===== config.mk =====
export PLATFORM = sky130hd
export DESIGN_NAME = ecc_code_packer
export DESIGN_NICKNAME = d
export VERILOG_FILES = /design/src/rtl/ecc_pk_pkg.sv /design/src/rtl/ecc_pk_ctrl.sv /design/src/rtl/ecc_pk_image.sv /design/src/rtl/ecc_code_packer.sv
export SDC_FILE = /design/constraint.sdc
export NUM_CORES = 1
export LEC_CHECK = 0
export CAP_MARGIN = 20
export CORE_MARGIN = 1.5
export CORE_UTILIZATION = 55
export DETAILED_ROUTE_END_ITERATION = 8
export DONT_BUFFER_PORTS = 1
export PLACE_DENSITY = 0.67
export SETUP_SLACK_MARGIN = 0.4
export SLEW_MARGIN = 20
export SYNTH_ARGS = -nofsm -noshare
export SYNTH_HDL_FRONTEND = slang
export SYNTH_SLANG_ARGS = --single-unit

===== constraint.sdc =====
create_clock -name clk -period 2.8 [get_ports clk]
set_input_delay 0.28 -clock clk [delete_from_list [all_inputs] [get_ports clk]]
set_output_delay 0.28 -clock clk [all_outputs]
set_load 0.005 [all_outputs]

===== src/rtl/ecc_pk_pkg.sv =====
package ecc_pk_pkg;

   typedef enum logic [2:0] {
      PK_IDLE,
      PK_WCOL,
      PK_EMIT,
      PK_RCOL,
      PK_LOAD
   } pk_state_e;

   function automatic int pk_max(input int a, input int b);
      return (a > b) ? a : b;
   endfunction

endpackage


===== src/rtl/ecc_pk_ctrl.sv =====
module ecc_pk_ctrl
   import ecc_pk_pkg::*;
#(
   parameter int NUM_WORDS = 4,
   parameter int NUM_BYTES = 10,
   parameter int NUM_SYM   = 8,
   parameter int CNT_W     = 4
) (
   input  logic             clk,
   input  logic             rst_n,
   input  logic             wr_word_valid,
   input  logic             tx_byte_ready,
   input  logic             rx_byte_valid,
   input  logic             rx_is_ones,
   output logic             wr_word_ready,
   output logic             tx_byte_valid,
   output logic             rx_byte_ready,
   output logic             word_we,
   output logic             byte_we,
   output logic             sym_load,
   output logic             load_done,
   output logic             erased,
   output logic [CNT_W-1:0] idx
);

   localparam logic [CNT_W-1:0] LAST_WORD = CNT_W'(NUM_WORDS - 1);
   localparam logic [CNT_W-1:0] LAST_BYTE = CNT_W'(NUM_BYTES - 1);
   localparam logic [CNT_W-1:0] LAST_SYM  = CNT_W'(NUM_SYM - 1);

   pk_state_e        st_q;
   logic [CNT_W-1:0] idx_q;
   logic             ones_q;
   logic             done_q;
   logic             erased_q;
   logic             idle;

   always_comb begin
      idle          = (st_q == PK_IDLE);
      wr_word_ready = idle || (st_q == PK_WCOL);
      rx_byte_ready = (idle && !wr_word_valid) || (st_q == PK_RCOL);
      word_we       = wr_word_valid && wr_word_ready;
      byte_we       = rx_byte_valid && rx_byte_ready;
      tx_byte_valid = (st_q == PK_EMIT);
      sym_load      = (st_q == PK_LOAD);
   end

   always_ff @(posedge clk or negedge rst_n) begin
      if (!rst_n) begin
         st_q     <= PK_IDLE;
         idx_q    <= '0;
         ones_q   <= 1'b0;
         done_q   <= 1'b0;
         erased_q <= 1'b0;
      end else begin
         done_q   <= 1'b0;
         erased_q <= 1'b0;
         unique case (st_q)
            PK_IDLE: begin
               if (word_we) begin
                  st_q  <= PK_WCOL;
                  idx_q <= CNT_W'(1);
               end else if (byte_we) begin
                  st_q   <= PK_RCOL;
                  idx_q  <= CNT_W'(1);
                  ones_q <= rx_is_ones;
               end
            end
            PK_WCOL: begin
               if (word_we) begin
                  if (idx_q == LAST_WORD) begin
                     st_q  <= PK_EMIT;
                     idx_q <= '0;
                  end else begin
                     idx_q <= idx_q + CNT_W'(1);
                  end
               end
            end
            PK_EMIT: begin
               if (tx_byte_ready) begin
                  if (idx_q == LAST_BYTE) begin
                     st_q  <= PK_IDLE;
                     idx_q <= '0;
                  end else begin
                     idx_q <= idx_q + CNT_W'(1);
                  end
               end
            end
            PK_RCOL: begin
               if (byte_we) begin
                  if (idx_q == LAST_BYTE) begin
                     if (ones_q && rx_is_ones) begin
                        st_q     <= PK_IDLE;
                        idx_q    <= '0;
                        erased_q <= 1'b1;
                     end else begin
                        st_q  <= PK_LOAD;
                        idx_q <= LAST_SYM;
                     end
                  end else begin
                     idx_q  <= idx_q + CNT_W'(1);
                     ones_q <= ones_q && rx_is_ones;
                  end
               end
            end
            PK_LOAD: begin
               if (idx_q == '0) begin
                  st_q   <= PK_IDLE;
                  done_q <= 1'b1;
               end else begin
                  idx_q <= idx_q - CNT_W'(1);
               end
            end
            default: st_q <= PK_IDLE;
         endcase
      end
   end

   assign idx       = idx_q;
   assign load_done = done_q;
   assign erased    = erased_q;

endmodule


===== src/rtl/ecc_pk_image.sv =====
module ecc_pk_image #(
   parameter int SYM_W   = 10,
   parameter int NUM_SYM = 8,
   parameter int WORD_W  = 32,
   parameter int HI_LSB  = 16,
   parameter int BYTE_W  = 8,
   parameter int CNT_W   = 4
) (
   input  logic              clk,
   input  logic              rst_n,
   input  logic              word_we,
   input  logic              byte_we,
   input  logic [CNT_W-1:0]  idx,
   input  logic [WORD_W-1:0] word_in,
   input  logic [BYTE_W-1:0] byte_in,
   output logic              byte_in_ones,
   output logic [BYTE_W-1:0] byte_out,
   output logic [SYM_W-1:0]  sym_out
);

   localparam int IMG_W     = SYM_W * NUM_SYM;
   localparam int NUM_BYTES = IMG_W / BYTE_W;
   localparam int NUM_WORDS = NUM_SYM / 2;

   logic [IMG_W-1:0]  img_q;
   logic [IMG_W-1:0]  img_d;
   logic [SYM_W-1:0]  lo_field;
   logic [SYM_W-1:0]  hi_field;
   logic [BYTE_W-1:0] byte_arr [NUM_BYTES];
   logic [SYM_W-1:0]  sym_arr  [NUM_SYM];
   logic              unused_word_bits;

   assign lo_field         = word_in[SYM_W-1:0];
   assign hi_field         = word_in[HI_LSB +: SYM_W];
   assign unused_word_bits = ^word_in;
   assign byte_in_ones     = &byte_in;

   always_comb begin
      img_d = img_q;
      if (word_we) begin
         for (int k = 0; k < NUM_WORDS; k++) begin
            if (idx == CNT_W'(k)) begin
               img_d[(2*k)*SYM_W +: SYM_W]   = lo_field;
               img_d[(2*k+1)*SYM_W +: SYM_W] = hi_field;
            end
         end
      end
      if (byte_we) begin
         for (int b = 0; b < NUM_BYTES; b++) begin
            if (idx == CNT_W'(b)) begin
               img_d[b*BYTE_W +: BYTE_W] = byte_in;
            end
         end
      end
   end

   always_ff @(posedge clk or negedge rst_n) begin
      if (!rst_n) begin
         img_q <= '0;
      end else begin
         img_q <= img_d;
      end
   end

   for (genvar gb = 0; gb < NUM_BYTES; gb++) begin : g_byte
      assign byte_arr[gb] = img_q[gb*BYTE_W +: BYTE_W];
   end

   for (genvar gs = 0; gs < NUM_SYM; gs++) begin : g_sym
      assign sym_arr[gs] = img_q[gs*SYM_W +: SYM_W];
   end

   always_comb begin
      byte_out = '0;
      for (int b = 0; b < NUM_BYTES; b++) begin
         if (idx == CNT_W'(b)) byte_out = byte_arr[b];
      end
   end

   always_comb begin
      sym_out = '0;
      for (int s = 0; s < NUM_SYM; s++) begin
         if (idx == CNT_W'(s)) sym_out = sym_arr[s];
      end
   end

endmodule


===== src/rtl/ecc_code_packer.sv =====
module ecc_code_packer
   import ecc_pk_pkg::*;
#(
   parameter int SYM_W   = 10,
   parameter int NUM_SYM = 8,
   parameter int WORD_W  = 32,
   parameter int HI_LSB  = 16,
   parameter int BYTE_W  = 8
) (
   input  logic              clk,
   input  logic              rst_n,
   input  logic              wr_word_valid,
   output logic              wr_word_ready,
   input  logic [WORD_W-1:0] wr_word,
   output logic              tx_byte_valid,
   input  logic              tx_byte_ready,
   output logic [BYTE_W-1:0] tx_byte,
   input  logic              rx_byte_valid,
   output logic              rx_byte_ready,
   input  logic [BYTE_W-1:0] rx_byte,
   output logic              sym_load,
   output logic [SYM_W-1:0]  sym_data,
   output logic              load_done,
   output logic              erased
);

   localparam int IMG_W     = SYM_W * NUM_SYM;
   localparam int NUM_BYTES = IMG_W / BYTE_W;
   localparam int NUM_WORDS = NUM_SYM / 2;
   localparam int MAX_IDX   = pk_max(NUM_BYTES, NUM_SYM) - 1;
   localparam int CNT_W     = $clog2(MAX_IDX + 1);

   if (IMG_W % BYTE_W != 0) begin : g_bad_img
      $error("symbol image must be a whole number of bytes");
   end
   if (NUM_SYM % 2 != 0 || NUM_SYM < 4) begin : g_bad_nsym
      $error("symbol count must be even and at least four");
   end
   if (HI_LSB < SYM_W || HI_LSB + SYM_W > WORD_W) begin : g_bad_field
      $error("upper symbol field must sit above the lower one inside the word");
   end

   logic             word_we;
   logic             byte_we;
   logic             rx_is_ones;
   logic [CNT_W-1:0] idx;

   ecc_pk_ctrl #(
      .NUM_WORDS (NUM_WORDS),
      .NUM_BYTES (NUM_BYTES),
      .NUM_SYM   (NUM_SYM),
      .CNT_W     (CNT_W)
   ) u_ctrl (
      .clk           (clk),
      .rst_n         (rst_n),
      .wr_word_valid (wr_word_valid),
      .tx_byte_ready (tx_byte_ready),
      .rx_byte_valid (rx_byte_valid),
      .rx_is_ones    (rx_is_ones),
      .wr_word_ready (wr_word_ready),
      .tx_byte_valid (tx_byte_valid),
      .rx_byte_ready (rx_byte_ready),
      .word_we       (word_we),
      .byte_we       (byte_we),
      .sym_load      (sym_load),
      .load_done     (load_done),
      .erased        (erased),
      .idx           (idx)
   );

   ecc_pk_image #(
      .SYM_W   (SYM_W),
      .NUM_SYM (NUM_SYM),
      .WORD_W  (WORD_W),
      .HI_LSB  (HI_LSB),
      .BYTE_W  (BYTE_W),
      .CNT_W   (CNT_W)
   ) u_image (
      .clk          (clk),
      .rst_n        (rst_n),
      .word_we      (word_we),
      .byte_we      (byte_we),
      .idx          (idx),
      .word_in      (wr_word),
      .byte_in      (rx_byte),
      .byte_in_ones (rx_is_ones),
      .byte_out     (tx_byte),
      .sym_out      (sym_data)
   );

endmodule


==> flow_summary_export.csv <==
group,metric,value,unit
floorplan,die_y,110.1,µm
clocking,clkTransAtPathRegs,0.07,ns
global_routing,antenna_found_initial,0,
critical_path,crit_path_start_kind,"flip-flop",
synth,netlist_instances,734,
outcome,outcome,"complete, no violations",
drt,post-route-drc-count,0,
floorplan,io_pins,69,
drt,drt_wl_total,24960,µm
synth,yosysWarnings,0,
critical_path,r2r_cells,4,
place,portBuffers,0,
synth,synth_top_family_by_area,"compound AO/OA/AOI/OAI gates",
drt,wl_per_cell,27.88,µm
power_and_ir_drop,leakagePower,3.428,nW
drt,drtIter0Drc,876,
clocking,clockBufferDepth,2,
synth,synth-adder-area-share,0.9921,%
drt,viasPerCell,7.002,
sta,slew_violations,0,
synth,synth.distinct_cells,71,
global_routing,grt-ovfl-total,0,
floorplan,start_util,57.17,%
synth,synth_edf_count,0,
sta,relSlewSlack,29.15,%
sta,worst_pin_slew,1.057,ns
place,place.gp.congestion,1.019,
synth,syn_area,6306,µm²
synth,synthArstFlopShare,100.0,%
critical_path,cp-startpoint,"u_ctrl.idx[1]",
final_layout,diodes,0,
sta,fmax,380.7,MHz
synth,muxShareOfSynthArea,13.04,%
synth,synth_flop_cell,"dfrtp_1",
synth,postSynthAreaPerCell,8.591,µm²
synth,synthXorXnorAreaFrac,0.2778,%
sta,final_hold_viol_count,0,
sta,rsz0062_at_grt,"true",
clocking,htree_levels,3,
synth,synth_seq_cells,90,
sta,fin_crit_sh,93.81,%
job,cap_violations,0,
floorplan,rows,38,
power_and_ir_drop,max-vdd-ir-drop,0.0007764,V
final_layout,drive_above_1_share,23.84,%
power_and_ir_drop,power.density,1314,nW/µm²
place,dp_hpwl,17130,µm
global_routing,grt_pass1_wl,36410,µm
hold_path,hold_depth,2,
drt,ant_nets,0,
sta,setup_viol,0,
clocking,clk_latency,0.36,ns
critical_path,cp-end-kind,"primary output",
hold_path,min_from,"rx_byte[0]",
critical_path,worstPathRequired,2.52,ns
final_layout,syn_to_final_growth,20.32,%
synth,synth-simple-area-share,15.79,%
sta,fin_setup_tns,0,ns
clocking,cts_tree,"built",
critical_path,cp_max_fo,6,
sta,post-route-min-period,2.627,ns
synth,syn_nets,784,
critical_path,crit_type,"flip-flop to primary output",
global_routing,grtUsageTotal,42.42,%
clocking,numClockSinks,90,
floorplan,fp.coreArea,11030,µm²
drt,firstDrtPassIters,6,
sta,skew,0.008216,ns
final_layout,post-route-util,68.78,%
global_routing,grt_pass1_vias,5944,
floorplan,dieArea,12120,µm²
critical_path,arrival,2.35,ns
synth,seq_area_frac_synth,35.71,%
global_routing,grt_max_degree,91,
hold_path,holdCritPathClass,"primary input to flip-flop",
floorplan,die_x,110.1,µm
final_layout,nets,800,
drt,vias,6267,
critical_path,r2r-start,"u_ctrl.st_q[1]",
clocking,cts_made_buffers,9,
synth,synth-compound-area-share,27.26,%
clocking,clock-root-buffer,"clkbuf_16",
-- final cells by class --
cell class,instances,area [µm²]
Clock buffer,12,246.5
Clock inverter,4,51.30
Fill cell,894,3443
Inverter,21,93.84
Multi-Input combinational cell,560,4039
Sequential cell,90,2257
Tap cell,140,175.2
Timing Repair Buffer,68,724.4
-- report_power, final --
part,internal [mW],leakage [nW],total [mW],switching (mW)
Sequential,1.92,1.11,2.82,0.901
Combinational,2.59,2.17,5.93,3.34
Clock,0.716,0.143,1.22,0.508
-- cells in the mapped netlist (4+ instances only) --
library cell	instances	area (µm²)
a221oi_1	17	148.9
o22ai_1	17	106.4
a22oi_1	10	75.07
inv_1	17	63.81
and2_1	4	25.02
o21ai_1	36	180.2
nor2_1	24	90.09
a21oi_1	42	210.2
dfrtp_1	90	2252
ha_1	5	62.56
mux2i_1	81	810.8
o221ai_1	7	61.31
nor2_4	6	67.56
buf_4	6	45.04
buf_6	8	90.09
a22o_1	7	61.31
a31oi_1	6	37.54
nor2b_1	5	31.28
nand4_1	4	25.02
clkbuf_1	22	82.58
nor3_1	10	50.05
nand3_1	6	30.03
buf_2	24	120.1
o21a_1	4	30.03
a211oi_1	5	37.54
o21ai_0	92	460.4
nand2_1	108	405.4
o22a_1	4	35.03
nand3_2	5	50.05
-- registers in the layout, indices dropped and copies added (netlist names) --
name,flops
u_ctrl.idx,4
u_ctrl.st_q,3
u_image.img_q,80
u_ctrl.load_done,1
u_ctrl.erased,1
u_ctrl.ones_q,1
-- final timing paths --
check / endpoint / slack (ns)
setup / recovery: tx_byte[0] / 0.17
hold / removal: u_image.img_q[64] / 0.05
setup reg to reg: u_image.img_q[37] / 0.31
hold reg to reg: u_ctrl.ones_q / 0.53
max in group asynchronous: u_image.img_q[53] / 1.92
min in group asynchronous: u_ctrl.idx[3] / 0.51
-- layout by cell type (no fill, tap or decap), drive strengths merged, types with 3 or more instances in the layout --
| cell type | count |
|---|---|
| a21oi | 42 |
| nor3 | 15 |
| clkbuf | 12 |
| nand4 | 4 |
| buf | 67 |
| nand3 | 11 |
| a22oi | 10 |
| o21ai | 128 |
| a22o | 7 |
| dfrtp | 90 |
| o2111ai | 3 |
| a221o | 3 |
| o22ai | 17 |
| a211oi | 6 |
| o211ai | 3 |
| nor2 | 32 |
| a221oi | 17 |
| o221ai | 8 |
| o22a | 4 |
| clkinv | 3 |
| a31oi | 6 |
| ha | 5 |
| inv | 20 |
| o21a | 4 |
| nand2 | 108 |
| mux2i | 81 |
| and2 | 6 |
| or2 | 4 |
| nor2b | 5 |
-- through the flow --
step	power [mW]	instances	hold slack (ns)	area, µm²	worst slack, ns
floorplan	5.698	734	-0.01559	6306	0.7126
global placement	7.115	844	-0.01383	6406	0.3172
detailed placement	7.209	844	-0.01369	6406	0.2726
CTS	9.417	883	0.04172	7351	0.2109
global route	10.43	895	0.04524	7587	0.09089
finish	9.973	895	0.04513	7587	0.1734
-- kinds of logic (layout without fill, tap and decap cells) --
logic type / count (synthesis) / count (layout)
XOR/XNOR: 2 / 2
flip-flops: 90 / 90
buffers and inverters: 85 / 105
AND/OR/NAND/NOR: 198 / 199
multiplexers: 82 / 82
adder cells (fa/ha/maj): 5 / 5
AO/OA/AOI/OAI: 272 / 272
-- critical path: stages, from the launching register on --
cell and delay [ns]:
dfrtp_2 0.47, buf_6 0.15, ha_4 0.18, or2_4 0.27, a221oi_1 0.37, a211oi_2 0.11, a211oi_1 0.33, o41ai_2 0.11
-- timing repair --
item | in CTS | in global routing
endpoints found under the hold margin | 90 | 0
endpoints found under the setup margin | 51 | 34
buffers inserted | 16 | 12
resized for setup | 94 | 33
hold buffers | 2 | 0
pin swaps | 23 | 36
cloned | 5 | 0
-- routing by layer --
metal	wire (µm)	track usage [%]	vias up
met5	0	0	-
met2	11060	64.11	434
li1	-	-	2732
met1	9550	54.82	3001
met3	2712	9.053	100
met4	1628	27.74	0
Note: power is estimated with default switching activity, not from simulation.
